==> config.mk <==
export PLATFORM = sky130hd
export DESIGN_NAME = thread_ctr_mux
export DESIGN_NICKNAME = d
export VERILOG_FILES = /design/src/rtl/tcm_pkg.sv /design/src/rtl/tcm_slice_timer.sv /design/src/rtl/tcm_live_bank.sv /design/src/rtl/tcm_shadow_bank.sv /design/src/rtl/thread_ctr_mux.sv
export SDC_FILE = /design/constraint.sdc
export NUM_CORES = 1
export LEC_CHECK = 0
export BUFFER_PORTS_ARGS = -buffer_cell sky130_fd_sc_hd__buf_2
export CAP_MARGIN = 20
export CORE_UTILIZATION = 65
export DETAILED_ROUTE_END_ITERATION = 8
export GPL_TIMING_DRIVEN = 0
export PLACE_DENSITY = 0.83
export RECOVER_POWER = 100
export SYNTH_ARGS = -nofsm -noshare
export SYNTH_HDL_FRONTEND = slang
export SYNTH_HIERARCHICAL = 1
export SYNTH_SLANG_ARGS = --single-unit
==> constraint.sdc <==
create_clock -name clk -period 8.7 [get_ports clk]
set_input_delay 1.305 -clock clk [delete_from_list [all_inputs] [get_ports clk]]
set_output_delay 1.305 -clock clk [all_outputs]
set_load 0.01 [all_outputs]
==> src/rtl/tcm_pkg.sv <==
package tcm_pkg;
    typedef enum logic [2:0] {
        S_IDLE  = 3'd0,
        S_RUN   = 3'd1,
        S_HALT  = 3'd2,
        S_SAVE  = 3'd3,
        S_LOAD  = 3'd4,
        S_STEER = 3'd5
    } mux_state_e;

    localparam int SWAP_CYCLES = 4;
endpackage

==> src/rtl/tcm_slice_timer.sv <==
module tcm_slice_timer #(
    parameter int LEN_W = 16
) (
    input  logic             clk,
    input  logic             rst_n,
    input  logic             run,
    input  logic [LEN_W-1:0] len,
    output logic             expire
);
    logic [LEN_W-1:0] tick_q;

    assign expire = run && (len != '0) && (tick_q >= len - 1'b1);

    always_ff @(posedge clk or negedge rst_n) begin
        if (!rst_n) begin
            tick_q <= '0;
        end else if (!run || expire) begin
            tick_q <= '0;
        end else begin
            tick_q <= tick_q + 1'b1;
        end
    end
endmodule

==> src/rtl/tcm_live_bank.sv <==
module tcm_live_bank #(
    parameter int N = 4,
    parameter int W = 16
) (
    input  logic           clk,
    input  logic           rst_n,
    input  logic           clear,
    input  logic           count_en,
    input  logic           load,
    input  logic [N-1:0]   evt,
    input  logic [N*W-1:0] load_val,
    output logic [N*W-1:0] live,
    output logic           wrap
);
    logic [N-1:0] wrap_v;

    for (genvar i = 0; i < N; i++) begin : g_ctr
        logic [W-1:0] c_q;

        always_ff @(posedge clk or negedge rst_n) begin
            if (!rst_n) begin
                c_q <= '0;
            end else if (clear) begin
                c_q <= '0;
            end else if (load) begin
                c_q <= load_val[i*W +: W];
            end else if (count_en && evt[i]) begin
                c_q <= c_q + 1'b1;
            end
        end

        assign wrap_v[i] = count_en && evt[i] && (c_q == {W{1'b1}});
        assign live[i*W +: W] = c_q;
    end

    assign wrap = |wrap_v;
endmodule

==> src/rtl/tcm_shadow_bank.sv <==
module tcm_shadow_bank #(
    parameter int N = 4,
    parameter int W = 16
) (
    input  logic             clk,
    input  logic             rst_n,
    input  logic             clear,
    input  logic             save,
    input  logic             save_thr,
    input  logic [N*W-1:0]   save_val,
    output logic [2*N*W-1:0] shd
);
    for (genvar t = 0; t < 2; t++) begin : g_thr
        logic [N*W-1:0] s_q;

        always_ff @(posedge clk or negedge rst_n) begin
            if (!rst_n) begin
                s_q <= '0;
            end else if (clear) begin
                s_q <= '0;
            end else if (save && (save_thr == t[0])) begin
                s_q <= save_val;
            end
        end

        assign shd[t*N*W +: N*W] = s_q;
    end
endmodule

==> src/rtl/thread_ctr_mux.sv <==
module thread_ctr_mux
    import tcm_pkg::*;
#(
    parameter int N     = 4,
    parameter int W     = 16,
    parameter int LEN_W = 16,
    localparam int IDX_W = (N > 1) ? $clog2(N) : 1
) (
    input  logic             clk,
    input  logic             rst_n,
    input  logic             reg_wr,
    input  logic             reg_addr,
    input  logic [LEN_W-1:0] reg_wdata,
    input  logic [N-1:0]     evt,
    input  logic             rd_thr,
    input  logic [IDX_W-1:0] rd_idx,
    output logic [W-1:0]     rd_data,
    output logic             cur_thread,
    output logic             swapping,
    output logic [1:0]       irq
);
    mux_state_e st_q, st_d;

    logic [LEN_W-1:0] slice_q;
    logic             en_q;
    logic             cur_q;
    logic [1:0]       irq_q;

    logic en_wr, dis_wr;
    logic run, clear, save, load, flip, expire, wrap;
    logic [N*W-1:0]   live;
    logic [2*N*W-1:0] shd;
    logic [N*W-1:0]   other_shd;

    assign en_wr  = reg_wr && reg_addr && reg_wdata[0];
    assign dis_wr = reg_wr && reg_addr && !reg_wdata[0];

    // Register port
    always_ff @(posedge clk or negedge rst_n) begin
        if (!rst_n) begin
            slice_q <= '0;
            en_q    <= 1'b0;
        end else if (reg_wr) begin
            if (!reg_addr) begin
                slice_q <= reg_wdata;
            end else begin
                en_q <= reg_wdata[0];
            end
        end
    end

    // State register
    always_ff @(posedge clk or negedge rst_n) begin
        if (!rst_n) begin
            st_q <= S_IDLE;
        end else begin
            st_q <= st_d;
        end
    end

    // Next state
    always_comb begin
        st_d = st_q;
        unique case (st_q)
            S_IDLE:  if (en_wr) st_d = S_RUN;
            S_RUN: begin
                if (!en_q || dis_wr) st_d = S_IDLE;
                else if (expire)     st_d = S_HALT;
            end
            S_HALT:  st_d = S_SAVE;
            S_SAVE:  st_d = S_LOAD;
            S_LOAD:  st_d = S_STEER;
            S_STEER: st_d = S_RUN;
            default: st_d = S_IDLE;
        endcase
    end

    // Outputs of the sequencer
    always_comb begin
        run      = 1'b0;
        swapping = 1'b0;
        clear    = 1'b0;
        save     = 1'b0;
        load     = 1'b0;
        flip     = 1'b0;
        unique case (st_q)
            S_IDLE:  clear = en_wr;
            S_RUN:   run = 1'b1;
            S_HALT:  swapping = 1'b1;
            S_SAVE:  begin swapping = 1'b1; save = 1'b1; end
            S_LOAD:  begin swapping = 1'b1; load = 1'b1; end
            S_STEER: begin swapping = 1'b1; flip = 1'b1; end
            default: ;
        endcase
    end

    // Active thread and interrupt steering
    always_ff @(posedge clk or negedge rst_n) begin
        if (!rst_n) begin
            cur_q <= 1'b0;
            irq_q <= '0;
        end else begin
            if (clear)     cur_q <= 1'b0;
            else if (flip) cur_q <= ~cur_q;
            irq_q <= '0;
            if (wrap) irq_q[cur_q] <= 1'b1;
        end
    end

    assign cur_thread = cur_q;
    assign irq        = irq_q;

    tcm_slice_timer #(.LEN_W(LEN_W)) u_timer (
        .clk    (clk),
        .rst_n  (rst_n),
        .run    (run),
        .len    (slice_q),
        .expire (expire)
    );

    assign other_shd = cur_q ? shd[0 +: N*W] : shd[N*W +: N*W];

    tcm_live_bank #(.N(N), .W(W)) u_live (
        .clk      (clk),
        .rst_n    (rst_n),
        .clear    (clear),
        .count_en (run),
        .load     (load),
        .evt      (evt),
        .load_val (other_shd),
        .live     (live),
        .wrap     (wrap)
    );

    tcm_shadow_bank #(.N(N), .W(W)) u_shadow (
        .clk      (clk),
        .rst_n    (rst_n),
        .clear    (clear),
        .save     (save),
        .save_thr (cur_q),
        .save_val (live),
        .shd      (shd)
    );

    // Readback: live bank for the active thread, shadow otherwise
    always_comb begin
        if (!swapping && (rd_thr == cur_q)) begin
            rd_data = live[rd_idx*W +: W];
        end else begin
            rd_data = shd[({1'b0, rd_thr} * N + int'(rd_idx)) * W +: W];
        end
    end

    // Checks
    p_irq_onehot_r8: assert property (@(posedge clk) disable iff (!rst_n)
        $onehot0(irq));

    p_irq_thr0_r8: assert property (@(posedge clk) disable iff (!rst_n)
        irq[0] |-> !$past(cur_thread));

    p_irq_thr1_r8: assert property (@(posedge clk) disable iff (!rst_n)
        irq[1] |-> $past(cur_thread));

    p_flip_only_after_swap_r4: assert property (@(posedge clk) disable iff (!rst_n)
        (cur_thread != $past(cur_thread)) |-> ($past(swapping) || $past(st_q == S_IDLE)));

    p_zero_slice_r7: assert property (@(posedge clk) disable iff (!rst_n)
        (st_q == S_RUN && slice_q == '0) |=> !swapping);

    p_frozen_in_swap_r6: assert property (@(posedge clk) disable iff (!rst_n)
        (st_q == S_HALT || st_q == S_SAVE || st_q == S_STEER) |=> $stable(live));

    p_frozen_when_stopped_r9: assert property (@(posedge clk) disable iff (!rst_n)
        (st_q == S_IDLE && !en_wr) |=> $stable(live));
endmodule

; ---- After elaboration in Yosys (flattened, before gate mapping)
; Index checks and enable logic that the tools add are counted.
[classes]
bitwise_logic = 2
n_mux = 34
n_reduce_logical = 37
n_eq_ne = 12
magnitude_cmp = 3
addsub = 7
shifts = 2
[ops]
columns = cell, count
row1 = 64-bit two-way mux, 5
row2 = 16-bit two-way mux, 14
row3 = 128-bit by 9-bit variable part select with 16-bit output, 1
row4 = 16-bit by 1-bit adder with 16-bit output (second input constant), 5
row5 = 16-bit == test (second input constant), 4
row6 = 64-bit by 7-bit variable part select with 16-bit output, 1
row7 = 3-bit one-hot mux with 6 select lines, 1
row8 = 1-bit logical AND, 17
row9 = 16-bit >= comparator, 1
row10 = 16-bit nonzero test, 1
row11 = 16-bit by 1-bit subtractor with 16-bit output (second input constant), 1
row12 = 3-bit nonzero test, 4
row13 = 1-bit two-way mux, 9
row14 = 3-bit two-way mux, 3
row15 = 4-bit OR reduction, 2
row16 = 3-bit by 2-bit == test with 1-bit output (second input constant), 2
row17 = 3-bit == test (second input constant), 2
row18 = 2-bit AND reduction, 3
row19 = 2-bit nonzero test, 3
row20 = 3-bit by 2-bit adder with 4-bit output, 1
row21 = 1-bit zero test, 4
row22 = 3-bit by 1-bit == test with 1-bit output (second input constant), 1
row23 = 3-bit zero test, 1
row24 = 3-bit by 2-bit inequality test with 1-bit output (second input constant), 1
row25 = 8 further kinds, 10
[word_totals]
elab_cells = 109
register_bits = 231
inputBits = 27
out_inout_bits = 20

; ---- Depth between registers and ports, before layout
[depth]
ltp_word = 7
ltp_mapped = 12
ltp_nobuf = 12

; ---- Cells and area by module
; The synthesis kept the hierarchy.
[modules_own_cells]
columns = module, seq_area_each_um2, area_per_inst_um2, cells_per_inst, n_inst
row1 = tcm_shadow_bank, 3203.1, 5913.2, 488, 1
row2 = tcm_live_bank, 1601.5, 3846.2, 446, 1
row3 = thread_ctr_mux, 575.6, 3413.3, 315, 1
row4 = tcm_slice_timer, 400.4, 1411.4, 155, 1

; ---- Worst setup path after synthesis
; OpenSTA, ideal clock, no wires.
[synth_path]
path_type = input port to output port
from = in rd_idx[0]
to = out rd_data[12]
t_arrival_ns = 2.404
slack_ns = 4.991
cell_stages = 5
n_path_buf = 2
required_time_ns = 7.395
path_cell_list = buf_2 > buf_2 > mux4_2 > nand3_1 > o31ai_2
[synth_via]
elab_chain_cells = 3
elab_cells_between_ends = 4
cone_classes = add/sub (1) / shift (2) / mux (1)
[synth_lines]
columns = element, line_no
row1 = start: declaration, thread_ctr_mux.sv:16  ; input logic [IDX_W-1:0] rd_idx,
row2 = 3-bit by 2-bit adder with 4-bit output, thread_ctr_mux.sv:150  ; rd_data = shd[({1'b0, rd_thr} * N + int'(rd_idx)) * W +: W];
row3 = 128-bit by 9-bit variable part select with 16-bit output, thread_ctr_mux.sv:150
row4 = 16-bit two-way mux *, thread_ctr_mux.sv:147  ; if (!swapping && (rd_thr == cur_q)) begin
row5 = end: declaration, thread_ctr_mux.sv:17  ; output logic [W-1:0] rd_data,
; Every way passes the cells marked *; elsewhere a longest branch is shown, timed or not.

; ---- Final worst setup path
[layout_path]
from = in rd_idx[0]
to = out rd_data[11]
; The elaborated chain is that of the path after synthesis.

==> impl_metrics.ini <==
[status]
status = finished clean

[place]
dpl_cell_area_sq_um = 15200
place_congestion = 1.02
port_buffers = 45
post-dp-hpwl_um = 34100

[clocking]
postCtsHoldBufs = 0
cts_setup_buffers = 0
cts_made_buffers = 26
clock_latency_ns = 0.55
cts-root-buf = clkbuf_16
htree_levels = 1
clkTransAtPathRegs_ns = 0.06
cts_tree = done
ctsResizeCount = 0
clock_path_buffers = 3
clkSinkCount = 231

[global_route]
grtUsageMet2 = 0.633
grt_use_total = 0.424
grt_pass1_wl_um = 71700
first_global_vias = 12100
busiest_layer = met2
grt_start_max_net_pins = 118
grt_util_met3 = 0.0925
antenna_found_initial = 0
met1_usage = 0.570
grt.overflow.total = 0

[sta]
final.min_clock_period_ns = 5.19
timing.setup.tns_ns = 0
rsz0062_at_grt = false
relSlewSlack = 0.250
max_freq_mhz = 193
setup_violations = 0
worst_pin_slew_ns = 1.12
finalCritPeriodShare = 0.596
maxSlewViolCount = 0
finalHoldViolCount = 0
fin_worst_skew_ns = 0.00862

[cells_and_area]
fill_cells = 1598
area.growth.synth_to_final_pct = 9.41
layout_common_cells = dfrtp_1, nand2b_1, mux2i_1
finalNetCount = 1527
layout_commonest_cell = dfrtp_1
stdcell_area_sq_um = 16000
layout-drive-gt1-share = 0.175
final_core_util = 0.729
diodes = 0

[synthesis]
yosysWarnings = 6
ys_seq_area_frac = 0.396
synth_fp_nets = 1453
async_flop_share = 1.00
ys_top_cells_by_area = dfrtp_1, mux2i_1, mux2_2, nand2b_1, xnor2_1
synth_top_area_cell = dfrtp_1
ys.flop_type = dfrtp_1
syn-mean-instance-area_sq_um = 10.4
ys_types = 71
ys_seq_elements = 231
synth_edf_count = 0
synth_top_area_frac = 0.396
syn_area_sq_um = 14600
syn_inst = 1404

[die]
die_h_um = 152
die_w_um = 152
core.rowCount = 54
ios = 47
core_sq_um = 21900
dieArea_sq_um = 23000
start_util = 0.666

[critical_path]
worstPathCellList = clkbuf_1 > clkbuf_1 > mux2i_1 > a22o_1 > o31ai_1 > buf_2
slowest_delay_ns = 0.76
r2r-start = slice_q[5]
cp_data_arrival_time_ns = 3.88
start_kind = input port
end_kind = primary output
setup.worst_path.start = rd_idx[0]
critPathSlowestCell = clkbuf_1
crit_top_cell = clkbuf_1
crit_type = in2out
critPathRequiredTime_ns = 7.39
crit_fanout = 10

[route]
first_pass_iters = 8
vias = 12300
finalWirelength_um = 47800
avgViaCountPerCell = 6.92
drtIter0Drc = 1493
ant_nets = 0
wl_per_cell_um = 26.9
drc_errors = 0

[hold_path]
hold_path_startpoint = en_q
hp-class = reg2reg

[power]
worst_ir_drop_vdd_mv = 0.141
cellPowerDensity_nw_per_um2 = 181
p_leak_uw = 0.00686

[job]
maxCapViolCount = 0
per-stage QoR:
step	total power (uW)	instances	worst slack, ns	hold WS, ns
4_1_cts	2880	1778	4.26	0.519
3_5_place_dp	1790	1730	4.26	0.505
3_3_place_gp	1770	1729	2.25	0.490
2_1_floorplan	1590	1404	4.99	0.461
5_1_grt	2970	1778	3.54	0.541
6_report	2890	1778	3.51	0.515
flip-flops by register name (all words and copies together) (netlist names):
signal	flops
u_timer/tick_q	16
en_q	1
slice_q	16
u_shadow/g_thr.s_q	128
u_live/g_ctr.c_q	64
irq	2
cur_thread	1
st_q	3
logic make-up (layout without fill, tap and decap cells):
| family | Yosys count | after routing | share of synthesized area |
|---|---|---|---|
| adder cells (fa/ha/maj) | 22 | 22 | 0.0189 |
| XOR/XNOR | 69 | 69 | 0.0425 |
| buffers and inverters | 119 | 213 | 0.0396 |
| AO/OA/AOI/OAI | 158 | 158 | 0.0851 |
| AND/OR/NAND/NOR | 515 | 515 | 0.195 |
| multiplexers | 290 | 290 | 0.222 |
| flip-flops | 231 | 231 | 0.396 |
path summary, 6_finish.rpt:
kind,endpoint,slack [ns],cells past startpoint
worst max-delay path,rd_data[11],3.51,6
worst min register to register,en_q,0.52,2
min in group asynchronous,u_timer/tick_q[3],0.79,1
max in group asynchronous,u_shadow/g_thr[1].s_q[31],6.83,2
worst min-delay path,en_q,0.52,2
worst max register to register,u_timer/tick_q[12],4.28,10
synth_stat cells, types with 19 or more instances:
library cell	count
clkbuf_1	49
nand2_1	61
ha_1	22
inv_1	22
a211oi_1	29
nand4_1	28
nor4_1	19
xnor2_1	53
nor2_1	74
a21oi_1	20
mux2i_1	162
nor3_1	25
nand2b_1	197
dfrtp_1	231
mux2_2	112
buf_2	23
nand3_1	50
critical path, delay by kind of cell:
family / cells / cell delay, ns
buffers and inverters: 3 / 1.33
multiplexers: 1 / 0.30
AO/OA/AOI/OAI: 2 / 0.94
where the power goes:
part	leakage [uW]	internal, uW	switching, uW	total, uW
logic	0.00328	219	312	531
clock network	0.000424	651	458	1110
registers	0.00316	1140	108	1250
final cells by class:
class / instances / area [sq um] / area share
Buffer: 96 / 469 / 0.0294
Clock buffer: 43 / 836 / 0.0524
Clock inverter: 5 / 30.0 / 0.00188
Inverter: 23 / 86.3 / 0.00541
Multi-Input combinational cell: 1054 / 8150 / 0.511
Sequential cell: 231 / 5780 / 0.362
Tap cell: 280 / 350 / 0.0220
Timing Repair Buffer: 46 / 254 / 0.0159
layer usage:
| metal | share of wire | vias up | routed length (um) |
|---|---|---|---|
| li1 | - | 5196 | - |
| met1 | 0.38 | 6018 | 18300 |
| met2 | 0.43 | 865 | 20700 |
| met3 | 0.12 | 216 | 5580 |
| met4 | 0.066 | 0 | 3150 |
| met5 | 0 | - | 0 |
Power figures use the tool's default switching activity.
